[config.mk]
export PLATFORM = sky130hd
export DESIGN_NAME = wdt_multi_expiry
export DESIGN_NICKNAME = d
export VERILOG_FILES = /design/src/rtl/wdt_pkg.sv /design/src/rtl/wdt_tick_timer.sv /design/src/rtl/wdt_unlock_gate.sv /design/src/rtl/wdt_expiry_core.sv /design/src/rtl/wdt_multi_expiry.sv
export SDC_FILE = /design/constraint.sdc
export NUM_CORES = 1
export LEC_CHECK = 0
export BUFFER_PORTS_ARGS = -buffer_cell sky130_fd_sc_hd__buf_2
export CAP_MARGIN = 20
export CORE_AREA = 2 2 98 100
export CTS_CLUSTER_SIZE = 24
export DETAILED_ROUTE_END_ITERATION = 12
export DIE_AREA = 0 0 100 102
export PLACE_DENSITY = 0.9
export SETUP_SLACK_MARGIN = 0.15
export SLEW_MARGIN = 5
export SYNTH_ARGS = -nofsm -noshare
export SYNTH_HDL_FRONTEND = slang
export SYNTH_HIERARCHICAL = 1
export SYNTH_SLANG_ARGS = --single-unit
export TNS_END_PERCENT = 20
[constraint.sdc]
create_clock -name clk -period 4.35 [get_ports clk]
set_clock_uncertainty 0.1 [all_clocks]
set_input_delay 0.2175 -clock clk [delete_from_list [all_inputs] [get_ports clk]]
set_output_delay 0.2175 -clock clk [all_outputs]
set_load 0.005 [all_outputs]
[src/rtl/wdt_pkg.sv]
package wdt_pkg;
  localparam int ADDR_W   = 8;
  localparam int DATA_W   = 32;
  localparam int PERIOD_W = 8;
  localparam int EXP_W    = 2;
  localparam int RELOAD_W = 30;

  localparam logic [ADDR_W-1:0] OFF_CFG    = 8'h00;
  localparam logic [ADDR_W-1:0] OFF_STAT   = 8'h04;
  localparam logic [ADDR_W-1:0] OFF_CMD    = 8'h08;
  localparam logic [ADDR_W-1:0] OFF_UNLOCK = 8'h0C;
  localparam logic [ADDR_W-1:0] OFF_TIMER  = 8'h10;

  localparam logic [15:0] UNLOCK_KEY = 16'hC45A;

  typedef struct packed {
    logic                rst_en;
    logic                irq_en;
    logic [PERIOD_W-1:0] period;
  } wdt_cfg_t;
endpackage

[src/rtl/wdt_tick_timer.sv]
module wdt_tick_timer #(
  parameter int RW = 30
) (
  input  logic          clk,
  input  logic          rst_n,
  input  logic          tick_en,
  input  logic          load,
  input  logic          load_en,
  input  logic          load_auto,
  input  logic [RW-1:0] load_val,
  output logic          run,
  output logic          auto,
  output logic [RW-1:0] reload,
  output logic          wrap
);
  logic [RW-1:0] cnt_q;

  assign wrap = run && tick_en && !load && (cnt_q == '0);

  always_ff @(posedge clk or negedge rst_n) begin
    if (!rst_n) begin
      run    <= 1'b0;
      auto   <= 1'b0;
      reload <= '0;
      cnt_q  <= '0;
    end else if (load) begin
      run    <= load_en;
      auto   <= load_auto;
      reload <= load_val;
      cnt_q  <= load_val;
    end else if (run && tick_en) begin
      if (cnt_q == '0) begin
        cnt_q <= reload;
        if (!auto) run <= 1'b0;
      end else begin
        cnt_q <= cnt_q - 1'b1;
      end
    end
  end
endmodule

[src/rtl/wdt_unlock_gate.sv]
module wdt_unlock_gate (
  input  logic clk,
  input  logic rst_n,
  input  logic any_wr,
  input  logic key_hit,
  output logic armed
);
  always_ff @(posedge clk or negedge rst_n) begin
    if (!rst_n)      armed <= 1'b0;
    else if (any_wr) armed <= key_hit;
  end
endmodule

[src/rtl/wdt_expiry_core.sv]
module wdt_expiry_core
  import wdt_pkg::*;
#(
  parameter int PW = PERIOD_W,
  parameter int EW = EXP_W
) (
  input  logic          clk,
  input  logic          rst_n,
  input  logic          start,
  input  logic          stop,
  input  logic          wrap,
  input  logic [PW-1:0] period,
  input  logic          irq_en,
  input  logic          rst_en,
  output logic          running,
  output logic [PW-1:0] count,
  output logic [EW-1:0] exp_cnt,
  output logic          irq,
  output logic          rst_req
);
  localparam logic [EW-1:0] EXP_MAX = '1;
  logic [PW-1:0] period_eff;

  assign period_eff = (period == '0) ? PW'(1) : period;

  always_ff @(posedge clk or negedge rst_n) begin
    if (!rst_n) begin
      running <= 1'b0;
      count   <= '0;
      exp_cnt <= '0;
      irq     <= 1'b0;
      rst_req <= 1'b0;
    end else if (stop) begin
      running <= 1'b0;
      irq     <= 1'b0;
    end else if (start) begin
      running <= 1'b1;
      count   <= period_eff;
      exp_cnt <= '0;
      irq     <= 1'b0;
    end else if (running && wrap) begin
      if (count <= PW'(1)) begin
        count <= period_eff;
        if (exp_cnt == EXP_MAX) begin
          if (rst_en) rst_req <= 1'b1;
        end else begin
          exp_cnt <= exp_cnt + 1'b1;
          if (irq_en) irq <= 1'b1;
        end
      end else begin
        count <= count - 1'b1;
      end
    end
  end
endmodule

[src/rtl/wdt_multi_expiry.sv]
module wdt_multi_expiry
  import wdt_pkg::*;
#(
  parameter int AW = ADDR_W,
  parameter int DW = DATA_W,
  parameter int PW = PERIOD_W,
  parameter int EW = EXP_W,
  parameter int RW = RELOAD_W
) (
  input  logic          clk,
  input  logic          rst_n,
  input  logic          tick_en,
  input  logic          bus_wr,
  input  logic [AW-1:0] bus_addr,
  input  logic [DW-1:0] bus_wdata,
  output logic [DW-1:0] bus_rdata,
  output logic          irq,
  output logic          rst_req
);
  localparam int LOW_W = DW - 2;

  wdt_cfg_t      cfg_q;
  logic          wr_cfg, wr_cmd, wr_tmr, key_hit, armed;
  logic          start_cmd, stop_cmd;
  logic          tmr_run, tmr_auto, wrap;
  logic [RW-1:0] tmr_reload;
  logic          running;
  logic [PW-1:0] count;
  logic [EW-1:0] exp_cnt;
  logic [PW-1:0] wr_period;

  assign wr_cfg    = bus_wr && (bus_addr == OFF_CFG);
  assign wr_cmd    = bus_wr && (bus_addr == OFF_CMD);
  assign wr_tmr    = bus_wr && (bus_addr == OFF_TIMER);
  assign key_hit   = bus_wr && (bus_addr == OFF_UNLOCK) && (bus_wdata[15:0] == UNLOCK_KEY);
  assign stop_cmd  = wr_cmd && bus_wdata[1] && armed;
  assign start_cmd = wr_cmd && bus_wdata[0];
  assign wr_period = bus_wdata[4 +: PW];

  always_ff @(posedge clk or negedge rst_n) begin
    if (!rst_n) begin
      cfg_q <= '0;
    end else if (wr_cfg) begin
      cfg_q.period <= (wr_period == '0) ? PW'(1) : wr_period;
      cfg_q.irq_en <= bus_wdata[12];
      cfg_q.rst_en <= bus_wdata[15];
    end
  end

  wdt_unlock_gate u_unlock (
    .clk    (clk),
    .rst_n  (rst_n),
    .any_wr (bus_wr),
    .key_hit(key_hit),
    .armed  (armed)
  );

  wdt_tick_timer #(.RW(RW)) u_timer (
    .clk      (clk),
    .rst_n    (rst_n),
    .tick_en  (tick_en),
    .load     (wr_tmr),
    .load_en  (bus_wdata[DW-1]),
    .load_auto(bus_wdata[DW-2]),
    .load_val (bus_wdata[RW-1:0]),
    .run      (tmr_run),
    .auto     (tmr_auto),
    .reload   (tmr_reload),
    .wrap     (wrap)
  );

  wdt_expiry_core #(.PW(PW), .EW(EW)) u_core (
    .clk    (clk),
    .rst_n  (rst_n),
    .start  (start_cmd),
    .stop   (stop_cmd),
    .wrap   (wrap),
    .period (cfg_q.period),
    .irq_en (cfg_q.irq_en),
    .rst_en (cfg_q.rst_en),
    .running(running),
    .count  (count),
    .exp_cnt(exp_cnt),
    .irq    (irq),
    .rst_req(rst_req)
  );

  always_comb begin
    bus_rdata = '0;
    case (bus_addr)
      OFF_CFG: begin
        bus_rdata[4 +: PW] = cfg_q.period;
        bus_rdata[12]      = cfg_q.irq_en;
        bus_rdata[15]      = cfg_q.rst_en;
      end
      OFF_STAT: begin
        bus_rdata[4 +: PW]  = count;
        bus_rdata[12 +: EW] = exp_cnt;
      end
      OFF_TIMER: bus_rdata = {tmr_run, tmr_auto, LOW_W'(tmr_reload)};
      default:   bus_rdata = '0;
    endcase
  end
endmodule

# Word-level counts from Yosys, hierarchy flattened
# Index checks and enable logic that the tools add are counted.
# Widths: inputs -> output; s select.
# op_classes
n_addsub,3
multipliers,0
div,0
order_cmp,1
n_eq_ne,9
shift,0
mux,30
bitwise,2
n_reduce_logical,30
# ops
operator,count
$mux 30,3
$mux 8,5
$logic_not 30->1,1
$sub 30x1->30 const B,1
$pmux 9 s3,1
$logic_not 8->1,3
$eq 16x16->1 const B,1
$eq 8x4->1 const B,2
$mux 16,1
$mux 1,13
$logic_and 1x1->1,12
$reduce_bool 2->1,5
$reduce_bool 3->1,3
$eq 8x3->1 const B,1
$eq 8x5->1 const B,1
$le 8x1->1 const B,1
$mux 2,4
$reduce_and 4->1,2
$sub 8x1->8 const B,1
$reduce_and 6->1,1
$mux 4,1
$pmux 1 s2,2
$ne 3x3->1 const B,1
$reduce_and 3->1,1
other kinds (7),8
# word_totals
reg_bits,86
latch_bits,0
ram_bits,0
rom_bits,0
output_inout_bits,34
elab_cells,88
memories,0

# Logic depth before layout (Yosys ltp)
# Gate-level depths: netlist (run 1).
# logic_depth
ltp_word,9
ltp_mapped,14
mapped_depth_nobuf,10

# Cells and area by module
# The synthesis (run 1) kept the hierarchy.
# modules_own_cells
mod,instances,cells_per_inst,area_per_inst_um2
wdt_tick_timer,1,367,3403.3
wdt_multi_expiry,1,105,915.9
wdt_expiry_core,1,91,854.6
wdt_unlock_gate,1,2,40.0

# Worst setup path before layout (run 1)
# OpenSTA, ideal clock, no wires.
# synth_path
path_kind,input to register
startpoint,input port bus_addr[1]
endpoint,register u_core.count[0]
arrival_ps,3149
required_ps,4126
path_slack_ps,977
stages,14
path_buffers,5
cell_sequence,or4_1 > clkbuf_1 > clkbuf_1 > nor4_1 > clkbuf_1 > clkinv_1 > nand2_1 > clkbuf_1 > nor2_1 > a21oi_1 > or2_2 > clkbuf_1 > nor3_1 > a211o_1
# synth_via
elab_chain_cells,8
word_cells_on_any_way,15
cone_classes,2 x eq/ne; 1 x mux; 1 x bitwise; 11 x reduce/logical
# synth_rtl
item,line_no,rtl
from (decl),wdt_multi_expiry.sv:14,"input logic [AW-1:0] bus_addr,"
$eq 8x5->1,wdt_multi_expiry.sv:34,assign wr_tmr = bus_wr && (bus_addr == OFF_TIMER);
$logic_and 1x1->1,wdt_multi_expiry.sv:34,
named net wr_tmr,wdt_multi_expiry.sv:23,"logic wr_cfg, wr_cmd, wr_tmr, key_hit, armed;"
$logic_not 1->1,wdt_tick_timer.sv:18,assign wrap = run && tick_en && !load && (cnt_q == '0);
$logic_and 1x1->1 (2 in a row),wdt_tick_timer.sv:18,
named net wrap,wdt_multi_expiry.sv:25,"logic tmr_run, tmr_auto, wrap;"
$logic_and 1x1->1,wdt_expiry_core.sv:41,end else if (running && wrap) begin
$reduce_bool 2->1 (no source line),n/a,
$reduce_and 2->1 (no source line),n/a,
to (signal assigned),wdt_expiry_core.sv:38,count <= period_eff;
to (signal assigned),wdt_expiry_core.sv:43,count <= period_eff;
to (signal assigned),wdt_expiry_core.sv:51,count <= count - 1'b1;
to (decl),wdt_expiry_core.sv:16,"output logic [PW-1:0] count,"
# The timed path passes the listed nets, and every way through them passes these cells.
# A chain may end at the register's enable or synchronous reset.

# Worst setup path after layout (run 1)
# layout_path
startpoint,register u_timer.cnt_q[0]
endpoint,register u_core.count[0]
# layout_via
elab_chain_cells,5
# layout_rtl
item,line_no,rtl
from (decl),wdt_tick_timer.sv:16,logic [RW-1:0] cnt_q;
from (signal assigned),wdt_tick_timer.sv:30,cnt_q <= load_val;
from (signal assigned),wdt_tick_timer.sv:33,cnt_q <= reload;
from (signal assigned),wdt_tick_timer.sv:36,cnt_q <= cnt_q - 1'b1;
$logic_not 30->1,wdt_tick_timer.sv:18,
$logic_and 1x1->1,wdt_tick_timer.sv:18,
named net wrap,wdt_multi_expiry.sv:25,
$logic_and 1x1->1,wdt_expiry_core.sv:41,
$reduce_bool 2->1 (no source line),n/a,
$reduce_and 2->1 (no source line),n/a,
# The timed path passes the listed nets, and every way through them passes these cells.

==> results.txt, run 1 <==
outcome -> finished clean
Area Growth Syn to Fin -> 14.69%
post-detailed-route count of antenna-violating nets -> 0
final cell area excluding filler cells -> 5979 sq um
Top Layer Used -> met4
largest net degree at the start of global routing -> 87
number of warnings reported in the yosys synthesis log -> 6
relative contribution of combinational cells to total power -> 12.4%
Final TNS setup -> 0 ns
crit-path max FO -> 11
Vias -> 5047
Crit. End Element -> flip-flop
worst ir drop on vdd -> 0.0002054 V
syn_area_per_cell -> 9.228 sq um
gate count of the mapped netlist -> 565
sinks on the clock net -> 86
net switching power -> 465.4 uW
Routed wire per std cell -> 20.14 um
fraction of the yosys area taken by sequential cells -> 41.28%
sum of net half-perimeters after detailed placement -> 10330 um
chip height -> 102 um
overall routing resource usage -> 30.38%
Post-route DRC -> 0
clock tree from TritonCTS -> yes
Max Clk Rate -> 0.3005 GHz
data arrival time of the critical path -> 3.54 ns
clock root cell -> clkbuf_8
# diodes -> 0
CP bufs+invs -> 1
latest clock arrival within the worst-skew pair -> 0.36 ns
Slew @ Worst Pin -> 1.041 ns
largest stage delay on the critical path -> 0.53 ns
wire length on met1 -> 6115 um
Routed Wire Length -> 15170 um
path type of the worst setup path -> reg -> reg
remaining max-slew budget at the tightest pin -> 30.34%
most frequent cell after synthesis -> dfrtp_1
number of port buffers -> 77
Power per Cell Area -> 291.3 nW/um^2
switching share of power -> 26.72%
H-Tree Level Count -> 3
horizontal die dimension -> 100 um
ordered cell list for the critical path -> inv_1 > ha_1 > nor4b_1 > nand2_1 > or3_4 > nor2_1 > a21oi_1 > nor2_1 > and3_1 > a211o_1
routed length on met2 -> 7285 um
Tcrit/Tclk final -> 76.51%
initial antenna violation count -> 0
worst hold slack across all endpoints -> 0.004851 ns
number of placement rows -> 35
area share of the leading cell type in the synthesized netlist -> 41.28%
placed cell area -> 5668 sq um
RSZ-0062 raised after global routing -> false
Core Footprint -> 9109 sq um
Flop pwr share -> 51.2%
Inserted Clock Buffers -> 9
post-synthesis net count -> 613
biggest area consumer among synthesized cells -> dfrtp_1
top post-synthesis cells by count -> dfrtp_1, nand2_1, nor3_1, nor2_1, inv_1
standard cell with the maximum stage delay on the critical path -> nor2_1
area of the die -> 10200 sq um
initial standard-cell utilization of the core -> 57.24%
number of endpoints with negative hold slack in the final report -> 0
total global routing overflow -> 0
EDFF count, synth -> 0
proportion of register bits with asynchronous set or reset after synthesis -> 100.0%
RD Place Congestion -> 0.9344
Yosys reg bits -> 86
shortest period the worst path allows -> 3.328 ns
number of nets in the finished design -> 686
Post-CTS Resized -> 0
Syn Std Cell Area -> 5214 sq um
Pint -> 1.276 mW
Max-Cap Viols -> 0
leading post-synthesis cells by cell area -> dfrtp_1, nand2_1, mux2_2
clock slew at the register clock pins of the worst setup and hold paths -> 0.09 ns
WP data required -> 4.56 ns
wire length of the first global-routing pass -> 24360 um
worst hold path class -> in -> reg
standby leakage power -> 2.762 nW
number of global-route vias before repair -> 4862
maximum count of clock buffers along a single path -> 2
share of post-route cells with drive strength above 1 -> 23.21%
Synth cell types -> 75
critical path launch point type -> flip-flop
final setup violating endpoints -> 0
met3 layer wire length in the routed design -> 1283 um
first-pass iteration count of the detailed router -> 6
most repeated library cell on the critical path -> nor2_1
DRC marker count from the first detailed-route iteration -> 512
num ports -> 78
CP top delay family -> simple AND/OR/NAND/NOR gates
part of the power in the clock network -> 36.3%
detail-routed via count per cell -> 6.703
number of max-slew violations in the final report -> 0
predominant post-synthesis flop cell -> dfrtp_1
==> cells in the final DEF, fill, tap and decap left out, types with 4 or more instances in the layout <==
master	count
mux2_2	18
a31oi_1	8
ha_1	4
a22oi_1	7
o31ai_1	5
nand2b_1	4
o21ai_0	32
a221o_1	12
nand3_1	11
and3_1	5
mux2_4	10
dlygate4sd3_1	7
nand4_1	7
nor4_2	5
buf_4	7
nor4_1	11
a21oi_1	21
inv_1	34
o311ai_0	4
and2_1	22
or4_1	4
nor2_1	35
o22ai_1	4
o211ai_1	5
dfrtp_1	86
nand2_1	57
or3_1	9
clkbuf_8	10
mux2i_1	7
buf_2	76
nor3_1	35
a211oi_1	4
a2bb2oi_1	7
==> registers in the layout (all words and copies together), names as in the netlist <==
signal / flops
cfg_q: 10
u_core/count: 8
u_core/exp_cnt: 2
u_core/rst_req: 1
u_core/running: 1
u_unlock/armed: 1
u_timer/reload: 30
u_timer/auto: 1
u_core/irq: 1
u_timer/cnt_q: 30
u_timer/run: 1
==> power by group through the flow <==
stage               sequential [mW]  clock [mW]  combinational (mW)
detailed placement            0.906           0               0.205
floorplan                     0.889           0               0.130
global placement              0.903           0               0.196
finish                        0.892       0.633               0.217
CTS                           0.890       0.641               0.212
global route                  0.898       0.678               0.242
==> per-layer routing <==
layer | up-vias | global-route usage [%]
met5 | - | 0
met4 | 0 | 14.23
met3 | 57 | 4.993
met2 | 299 | 50.21
met1 | 2453 | 39.50
li1 | 2238 | -
==> logic make-up (layout without fill, tap and decap cells) <==
group,after synthesis,after routing,share of synthesized area [%]
buffers and inverters,66,143,5.591
muxes,35,35,8.111
DFF,86,86,41.28
and+or+nand+nor,230,230,24.36
AOI/OAI and AO/OA,139,139,18.86
xor gates and xnor gates,5,5,0.8401
adders and majority gates,4,4,0.9600
==> worst paths after layout <==
kind / startpoint / endpoint / slack, ns / depth (start not counted)
hold reg to reg: u_core/irq$_DFFE_PN0P_ / u_core/irq$_DFFE_PN0P_ / 0.40 / 2
setup reg to reg: u_timer/cnt_q[0]$_DFFE_PN0P_ / u_core/count[0]$_DFFE_PN0P_ / 1.02 / 10
setup / recovery: u_timer/cnt_q[0]$_DFFE_PN0P_ / u_core/count[0]$_DFFE_PN0P_ / 1.02 / 10
hold / removal: bus_wdata[29] / u_timer/reload[29]$_DFFE_PN0P_ / 0.005 / 2
min in group asynchronous: rst_n / u_core/irq$_DFFE_PN0P_ / 0.32 / 2
max in group asynchronous: rst_n / u_timer/reload[29]$_DFFE_PN0P_ / 3.18 / 3
==> per-stage QoR <==
step | instances | power [mW] | setup WS (ns) | utilization [%]
6_report | 753 | 1.742 | 1.022 | 65.65
5_1_grt | 753 | 1.818 | 0.7641 | 65.65
4_1_cts | 751 | 1.743 | 1.082 | 65.32
3_5_place_dp | 730 | 1.111 | 1.093 | 62.23
3_3_place_gp | 729 | 1.098 | 1.267 | 62.10
2_1_floorplan | 565 | 1.019 | 0.9771 | -
==> final cells by class <==
type | count | area [sq um]
tap | 111 | 138.9
clock inverter | 5 | 83.83
multi-input combinational | 413 | 2781
clock buffer | 10 | 137.6
fill | 753 | 3129
timing repair buffer | 93 | 554.3
sequential | 86 | 2152
inverter | 35 | 131.4
==> timing repair <==
item | 4_1_cts | 5_1_grt
endpoints found under the hold margin | 8 | 49
setup buffers | 0 | 0
hold buffers | 6 | 1
No activity file was read; power rests on OpenSTA's default activity.
==> inputs of run 2 (changes only) <==
ABC_AREA = 1   (was unset)
CORE_AREA = 2 2 103 105   (was 2 2 98 100)
DIE_AREA = 0 0 105 107   (was 0 0 100 102)
clock period = 3.4 ns   (was 4.35 ns; I/O delays follow)
==> run 2 against run 1 <==
Synthesized area up 11%. Core utilization rose by 1.1 points. Die area is 10% higher. Non-clock buffer count grew 24. Final cell count is 48% higher. Power increased by 72%. Final area increased by 13%. Sequential power grew 51%. Clock power rose by 15%. Highest routed layer unchanged.
==> results.txt, run 2 <==
cts-stage hold buffer count -> 30 (was 6)
sinks on the clock net -> 86 (unchanged)
Routed Wire Length -> 16300 um (was 15170 um)
sum of net half-perimeters after detailed placement -> 11400 um (was 10330 um)
Post-route DRC -> 0 (unchanged)
standard cell with the maximum stage delay on the critical path -> dfrtp_1 (was nor2_1)
num ports -> 78 (unchanged)
total global routing overflow -> 0 (unchanged)
H-Tree Level Count -> 3 (unchanged)
critical path launch point type -> flip-flop (unchanged)
post-synthesis net count -> 925 (was 613)
Synth cell types -> 37 (was 75)
wire length of the first global-routing pass -> 26630 um (was 24360 um)
Post-CTS Resized -> 0 (unchanged)
Inserted Clock Buffers -> 9 (unchanged)
chip height -> 107 um (was 102 um)
number of endpoints with negative hold slack in the final report -> 0 (unchanged)
WP data required -> 3.60 ns (was 4.56 ns)
worst hold path class -> in -> reg (unchanged)
largest stage delay on the critical path -> 0.40 ns (was 0.53 ns)
predominant post-synthesis flop cell -> dfrtp_1 (unchanged)
detail-routed via count per cell -> 5.356 (was 6.703)
RSZ-0062 raised after global routing -> false (unchanged)
initial antenna violation count -> 0 (unchanged)
total power -> 2.987 mW (was 1.742 mW)
Max Clk Rate -> 0.3963 GHz (was 0.3005 GHz)
clock tree from TritonCTS -> yes (unchanged)
share of post-route cells with drive strength above 1 -> 14.80% (was 23.21%)
outcome -> finished clean (unchanged)
Vias -> 5977 (was 5047)
Area Growth Syn to Fin -> 16.23% (was 14.69%)
fillcell total -> 879 (was 753)
worst hold slack across all endpoints -> 0.007982 ns (was 0.004851 ns)
biggest area consumer among synthesized cells -> dfrtp_1 (unchanged)
Tcrit/Tclk final -> 74.21% (was 76.51%)
Max-Cap Viols -> 0 (unchanged)
Yosys reg bits -> 86 (unchanged)
maximum count of clock buffers along a single path -> 2 (unchanged)
Routed wire per std cell -> 14.61 um (was 20.14 um)
area share of the leading cell type in the synthesized netlist -> 37.13% (was 41.28%)
standby leakage power -> 3.675 nW (was 2.762 nW)
crit-path max FO -> 11 (unchanged)
post-detailed-route count of antenna-violating nets -> 0 (unchanged)
most common library cell in the layout ignoring fill and taps -> nand2_1 (was dfrtp_1)
Core Footprint -> 10090 sq um (was 9109 sq um)
proportion of register bits with asynchronous set or reset after synthesis -> 100.0% (unchanged)
number of nets in the finished design -> 1024 (was 686)
RD Place Congestion -> 0.9757 (was 0.9344)
final setup violating endpoints -> 0 (unchanged)
number of port buffers -> 77 (unchanged)
most repeated library cell on the critical path -> nand2_1 (was nor2_1)
number of placement rows -> 37 (was 35)
fraction of the yosys area taken by sequential cells -> 37.13% (was 41.28%)
initial standard-cell utilization of the core -> 57.43% (was 57.24%)
number of warnings reported in the yosys synthesis log -> 6 (unchanged)
remaining max-slew budget at the tightest pin -> 35.87% (was 30.34%)
Final TNS setup -> 0 ns (unchanged)
DRC marker count from the first detailed-route iteration -> 562 (was 512)
Crit. End Element -> flip-flop (unchanged)
commonest non-fill, non-tap cells in the layout -> nand2_1, nor2_1, inv_1 (was dfrtp_1, buf_2, nand2_1)
path type of the worst setup path -> reg -> reg (unchanged)
post-CTS setup-driven buffer insertion count -> 0 (unchanged)
largest net degree at the start of global routing -> 76 (was 87)
Slew @ Worst Pin -> 0.9619 ns (was 1.041 ns)
ordered cell list for the critical path -> inv_1 > ha_1 > nand2_4 > nor2_8 > nand4_4 > nor2_1 > nand2_1 > a21oi_2 > buf_4 > inv_1 > a21oi_2 > nand2_1 > nand2_1 (was inv_1 > ha_1 > nor4b_1 > nand2_1 > or3_4 > nor2_1 > a21oi_1 > nor2_1 > and3_1 > a211o_1)
overall routing resource usage -> 29.76% (was 30.38%)
gate count of the mapped netlist -> 877 (was 565)
first-pass iteration count of the detailed router -> 6 (unchanged)
clock root cell -> clkbuf_8 (unchanged)
top post-synthesis cells by count -> nand2_1, nor2_1, inv_1, dfrtp_1, nand3_1 (was dfrtp_1, nand2_1, nor3_1, nor2_1, inv_1)
number of global-route vias before repair -> 5599 (was 4862)
# diodes -> 0 (unchanged)
clock slew at the register clock pins of the worst setup and hold paths -> 0.09 ns (about the same)
Syn Std Cell Area -> 5796 sq um (was 5214 sq um)
EDFF count, synth -> 0 (unchanged)
worst ir drop on vdd -> 0.0002581 V (was 0.0002054 V)
number of max-slew violations in the final report -> 0 (unchanged)
largest registers in the final layout -> u_timer/cnt_q: 30 flops, u_timer/reload: 30 flops, cfg_q: 10 flops (unchanged)
horizontal die dimension -> 105 um (was 100 um)
Power per Cell Area -> 443.4 nW/um^2 (was 291.3 nW/um^2)
setup slack after layout -> 0.8768 ns (was 1.022 ns)
latest clock arrival within the worst-skew pair -> 0.36 ns (about the same)
shortest period the worst path allows -> 2.523 ns (was 3.328 ns)
syn_area_per_cell -> 6.608 sq um (was 9.228 sq um)
most frequent cell after synthesis -> nand2_1 (was dfrtp_1)
area of the die -> 11240 sq um (was 10200 sq um)
pre-CTS setup slack -> 0.7291 ns (was 1.093 ns)
leading post-synthesis cells by cell area -> dfrtp_1, nand2_1, nor2_1 (was dfrtp_1, nand2_1, mux2_2)
data arrival time of the critical path -> 2.73 ns (was 3.54 ns)
[run 2: cell types whose count changed after synthesis, moves of 18 or more]
| cell | change |
|---|---|
| mux2_2 | -18 |
| nor3_1 | -29 |
| and2_1 | -20 |
| inv_1 | +68 |
| nand3_1 | +73 |
| nor2_1 | +98 |
| nand2_1 | +234 |
[run 2: worst max-delay path, delay by kind of cell (launching register included)]
kind                       cells  cell delay, ns
DFF                            1            0.40
and+or+nand+nor                7            0.95
buffers and inverters          3            0.44
adders and majority gates      1            0.29
AOI/OAI and AO/OA              2            0.27
[run 2: final cells by class]
class	count	area [sq um]	area share, %
multi-input cells	654	3055	45.36
clock buffers	12	145.1	2.155
flip-flops and latches	86	2152	31.95
clock inverters	3	45.04	0.6686
repair buffers	117	763.2	11.33
well taps	136	170.2	2.526
inverters	108	405.4	6.018
[run 2: layer usage]
layer  wire length [um]  track usage (%)  part of all wire (%)
met4                456            11.90                   2.8
met1               6717            37.20                    41
met2               7996            51.16                    49
met5                  0                0                     0
met3               1132            5.410                   6.9
[run 2: final timing paths]
kind                                              start                              to  slack, ns  depth (start not counted)
setup / recovery           u_timer/cnt_q[0]$_DFFE_PN0P_     u_core/count[7]$_DFFE_PN0P_       0.88                         13
hold / removal                            bus_wdata[15]            cfg_q[9]$_DFFE_PN0P_      0.008                          3
setup reg to reg           u_timer/cnt_q[0]$_DFFE_PN0P_     u_core/count[7]$_DFFE_PN0P_       0.88                         13
hold reg to reg              u_unlock/armed$_DFFE_PN0P_      u_unlock/armed$_DFFE_PN0P_       0.39                          2
max in group asynchronous                         rst_n   u_timer/cnt_q[18]$_DFFE_PN0P_       2.05                          3
min in group asynchronous                         rst_n  u_timer/reload[26]$_DFFE_PN0P_       0.40                          2
[run 2: cells by family (layout without fill, tap and decap cells)]
| logic type | count (synthesis) | after routing | share of synthesized area (%) |
|---|---|---|---|
| adders and majority gates | 4 | 4 | 0.8636 |
| and+or+nand+nor | 564 | 564 | 42.47 |
| xor gates and xnor gates | 14 | 14 | 2.116 |
| DFF | 86 | 86 | 37.13 |
| buffers and inverters | 137 | 240 | 10.28 |
| AOI/OAI and AO/OA | 72 | 72 | 7.146 |
[run 2: metrics by stage]
stage          area (sq um)  utilization (%)  cells
2_1_floorplan          5796                -    877
5_1_grt                6736            66.75   1116
6_report               6736            66.75   1116
3_5_place_dp           6246            61.89   1071
3_3_place_gp           6246            61.89   1071
4_1_cts                6736            66.75   1116
[run 2: where the power goes]
part / leakage [nW] / switching, mW / internal (mW)
Combinational: 2.49 / 0.569 / 0.337
Sequential: 1.10 / 0.177 / 1.17
Clock: 0.0887 / 0.373 / 0.357
==> inputs of run 3 (changes only) <==
clock period = 2.5 ns   (was 3.4 ns; I/O delays follow)
==> run 3 against run 2 <==
Register-to-register slack got worse by 0.55 ns. Routed wire length up 6.7%. Via count grew 4.4%. Highest routed layer unchanged. Final area up 2.4%. Global-route usage grew 1.9 points.
==> results.txt, run 3 (synthesis gave the netlist of run 2 again) <==
Crit. End Element -> flip-flop (unchanged)
standby leakage power -> 3.763 nW (was 3.675 nW)
number of endpoints with negative hold slack in the final report -> 0 (unchanged)
shortest period the worst path allows -> 2.173 ns (was 2.523 ns)
Final TNS setup -> 0 ns (unchanged)
critical register-to-register path startpoint -> u_timer/cnt_q[0]$_DFFE_PN0P_ (unchanged)
latest clock arrival within the worst-skew pair -> 0.38 ns (was 0.36 ns)
horizontal die dimension -> 105 um (unchanged)
register-to-register setup slack -> 0.33 ns (was 0.88 ns)
clock slew at the register clock pins of the worst setup and hold paths -> 0.09 ns (about the same)
area of the die -> 11240 sq um (unchanged)
RD Place Congestion -> 0.9887 (was 0.9757)
number of nets in the finished design -> 1032 (was 1024)
overall routing resource usage -> 31.63% (was 29.76%)
first-pass iteration count of the detailed router -> 6 (unchanged)
wire length of the first global-routing pass -> 28260 um (was 26630 um)
number of global-route vias before repair -> 5831 (was 5599)
Power per Cell Area -> 640.3 nW/um^2 (was 443.4 nW/um^2)
# diodes -> 0 (unchanged)
path type of the worst setup path -> reg -> reg (unchanged)
worst ir drop on vdd -> 0.0002958 V (was 0.0002581 V)
post-detailed-route count of antenna-violating nets -> 0 (unchanged)
Vias -> 6237 (was 5977)
DRC marker count from the first detailed-route iteration -> 568 (was 562)
final setup violating endpoints -> 0 (unchanged)
crit-path max FO -> 9 (was 11)
Max Clk Rate -> 0.4601 GHz (was 0.3963 GHz)
Core Footprint -> 10090 sq um (unchanged)
initial antenna violation count -> 0 (unchanged)
Tcrit/Tclk final -> 86.93% (was 74.21%)
sinks on the clock net -> 86 (unchanged)
final cell area excluding filler cells -> 6900 sq um (was 6736 sq um)
Setup crit start -> u_timer/cnt_q[0]$_DFFE_PN0P_ (unchanged)
number of port buffers -> 77 (unchanged)
depth of the most critical reg-to-reg path -> 12 (was 13)
largest registers in the final layout -> u_timer/cnt_q: 30 flops, u_timer/reload: 30 flops, cfg_q: 10 flops (unchanged)
Routed Wire Length -> 17400 um (was 16300 um)
number of max-slew violations in the final report -> 0 (unchanged)
most common library cell in the layout ignoring fill and taps -> nand2_1 (unchanged)
final std cells w/o fill -> 1125 (was 1116)
number of placement rows -> 37 (unchanged)
num ports -> 78 (unchanged)
worst hold path class -> in -> reg (unchanged)
initial standard-cell utilization of the core -> 57.43% (unchanged)
total global routing overflow -> 0 (unchanged)
launch point of the worst hold path -> bus_addr[3] (was bus_wdata[15])
number of instances on the worst hold path -> 5 (was 3)
total placed cells including tap cells -> 1076 (was 1071)
sum of net half-perimeters after detailed placement -> 11730 um (was 11400 um)
fillcell total -> 837 (was 879)
WP data required -> 2.72 ns (was 3.60 ns)
placed cell area -> 6296 sq um (was 6246 sq um)
post-CTS setup-driven buffer insertion count -> 0 (unchanged)
critical path launch point type -> flip-flop (unchanged)
remaining max-slew budget at the tightest pin -> 54.69% (was 35.87%)
largest net degree at the start of global routing -> 87 (was 76)
Routed wire per std cell -> 15.47 um (was 14.61 um)
chip height -> 107 um (unchanged)
detail-routed via count per cell -> 5.544 (was 5.356)
clock tree from TritonCTS -> yes (unchanged)
maximum count of clock buffers along a single path -> 2 (unchanged)
Inserted Clock Buffers -> 9 (unchanged)
H-Tree Level Count -> 3 (unchanged)
share of post-route cells with drive strength above 1 -> 15.47% (was 14.80%)
clock root cell -> clkbuf_8 (unchanged)
Post-route DRC -> 0 (unchanged)
data arrival time of the critical path -> 2.39 ns (was 2.73 ns)
Area Growth Syn to Fin -> 19.06% (was 16.23%)
outcome -> finished clean (unchanged)
Slew @ Worst Pin -> 0.6744 ns (was 0.9619 ns)
Max-Cap Viols -> 0 (unchanged)
commonest non-fill, non-tap cells in the layout -> nand2_1, nor2_1, inv_1 (unchanged)
RSZ-0062 raised after global routing -> true (was false)
run 3: metrics by stage:
stage                     total power, mW  utilization (%)  worst slack, ns  hold slack (ns)
after detailed placement            3.047            62.39           0.2368          0.09693
after CTS                           4.395            68.32           0.1995          0.01650
after global placement              3.001            62.39           0.3798          0.09554
after global routing                4.675            68.37           0.1383          0.06375
final                               4.418            68.37           0.3268          0.04633
after floorplan                     2.721                -           0.3161          -0.2706
run 3: worst paths after layout:
check	endpoint
setup / recovery	u_core/count[7]$_DFFE_PN0P_
max in group asynchronous	u_timer/reload[15]$_DFFE_PN0P_
min in group asynchronous	u_timer/reload[27]$_DFFE_PN0P_
setup reg to reg	u_core/count[7]$_DFFE_PN0P_
hold reg to reg	u_unlock/armed$_DFFE_PN0P_
hold / removal	u_unlock/armed$_DFFE_PN0P_
run 3: final cells by class:
class	instances	area (sq um)	share of cell area, %
Multi-Input combinational cell	654	3060	44.35
Sequential cell	86	2152	31.19
Timing Repair Buffer	125	843.3	12.22
Inverter	108	405.4	5.875
Tap cell	136	170.2	2.466
Clock inverter	7	145.1	2.103
Clock buffer	9	123.9	1.795
run 3: timing repair:
item                                    4_1_cts  5_1_grt
hold endpoints to repair                    137        0
endpoints found under the setup margin        0       19
resized for setup                             0        1
hold buffers                                 33        0
run 3: per-layer routing:
layer / routed length (um) / share of wire (%) / GRT usage, %
met1: 6777 / 39 / 38.77
met2: 8622 / 50 / 56.22
met3: 1379 / 7.9 / 3.891
met4: 620 / 3.6 / 13.52
met5: 0 / 0 / 0
run 3: critical path, stage by stage (launching register included):
cell     delay, ns
dfrtp_1       0.41
inv_1         0.11
ha_1          0.26
nand2_4       0.10
nor2_8        0.20
nand4_4       0.11
nor2_1        0.12
nand2_1       0.10
a21oi_2       0.18
inv_1         0.16
a21oi_2       0.14
nand2_1       0.06
nand2_1       0.05
run 3: where the power goes:
part / internal (mW) / total (mW) / switching, mW
logic: 0.466 / 1.26 / 0.798
clock network: 0.769 / 1.31 / 0.536
registers: 1.60 / 1.85 / 0.252
total: 2.83 / 4.42 / 1.58
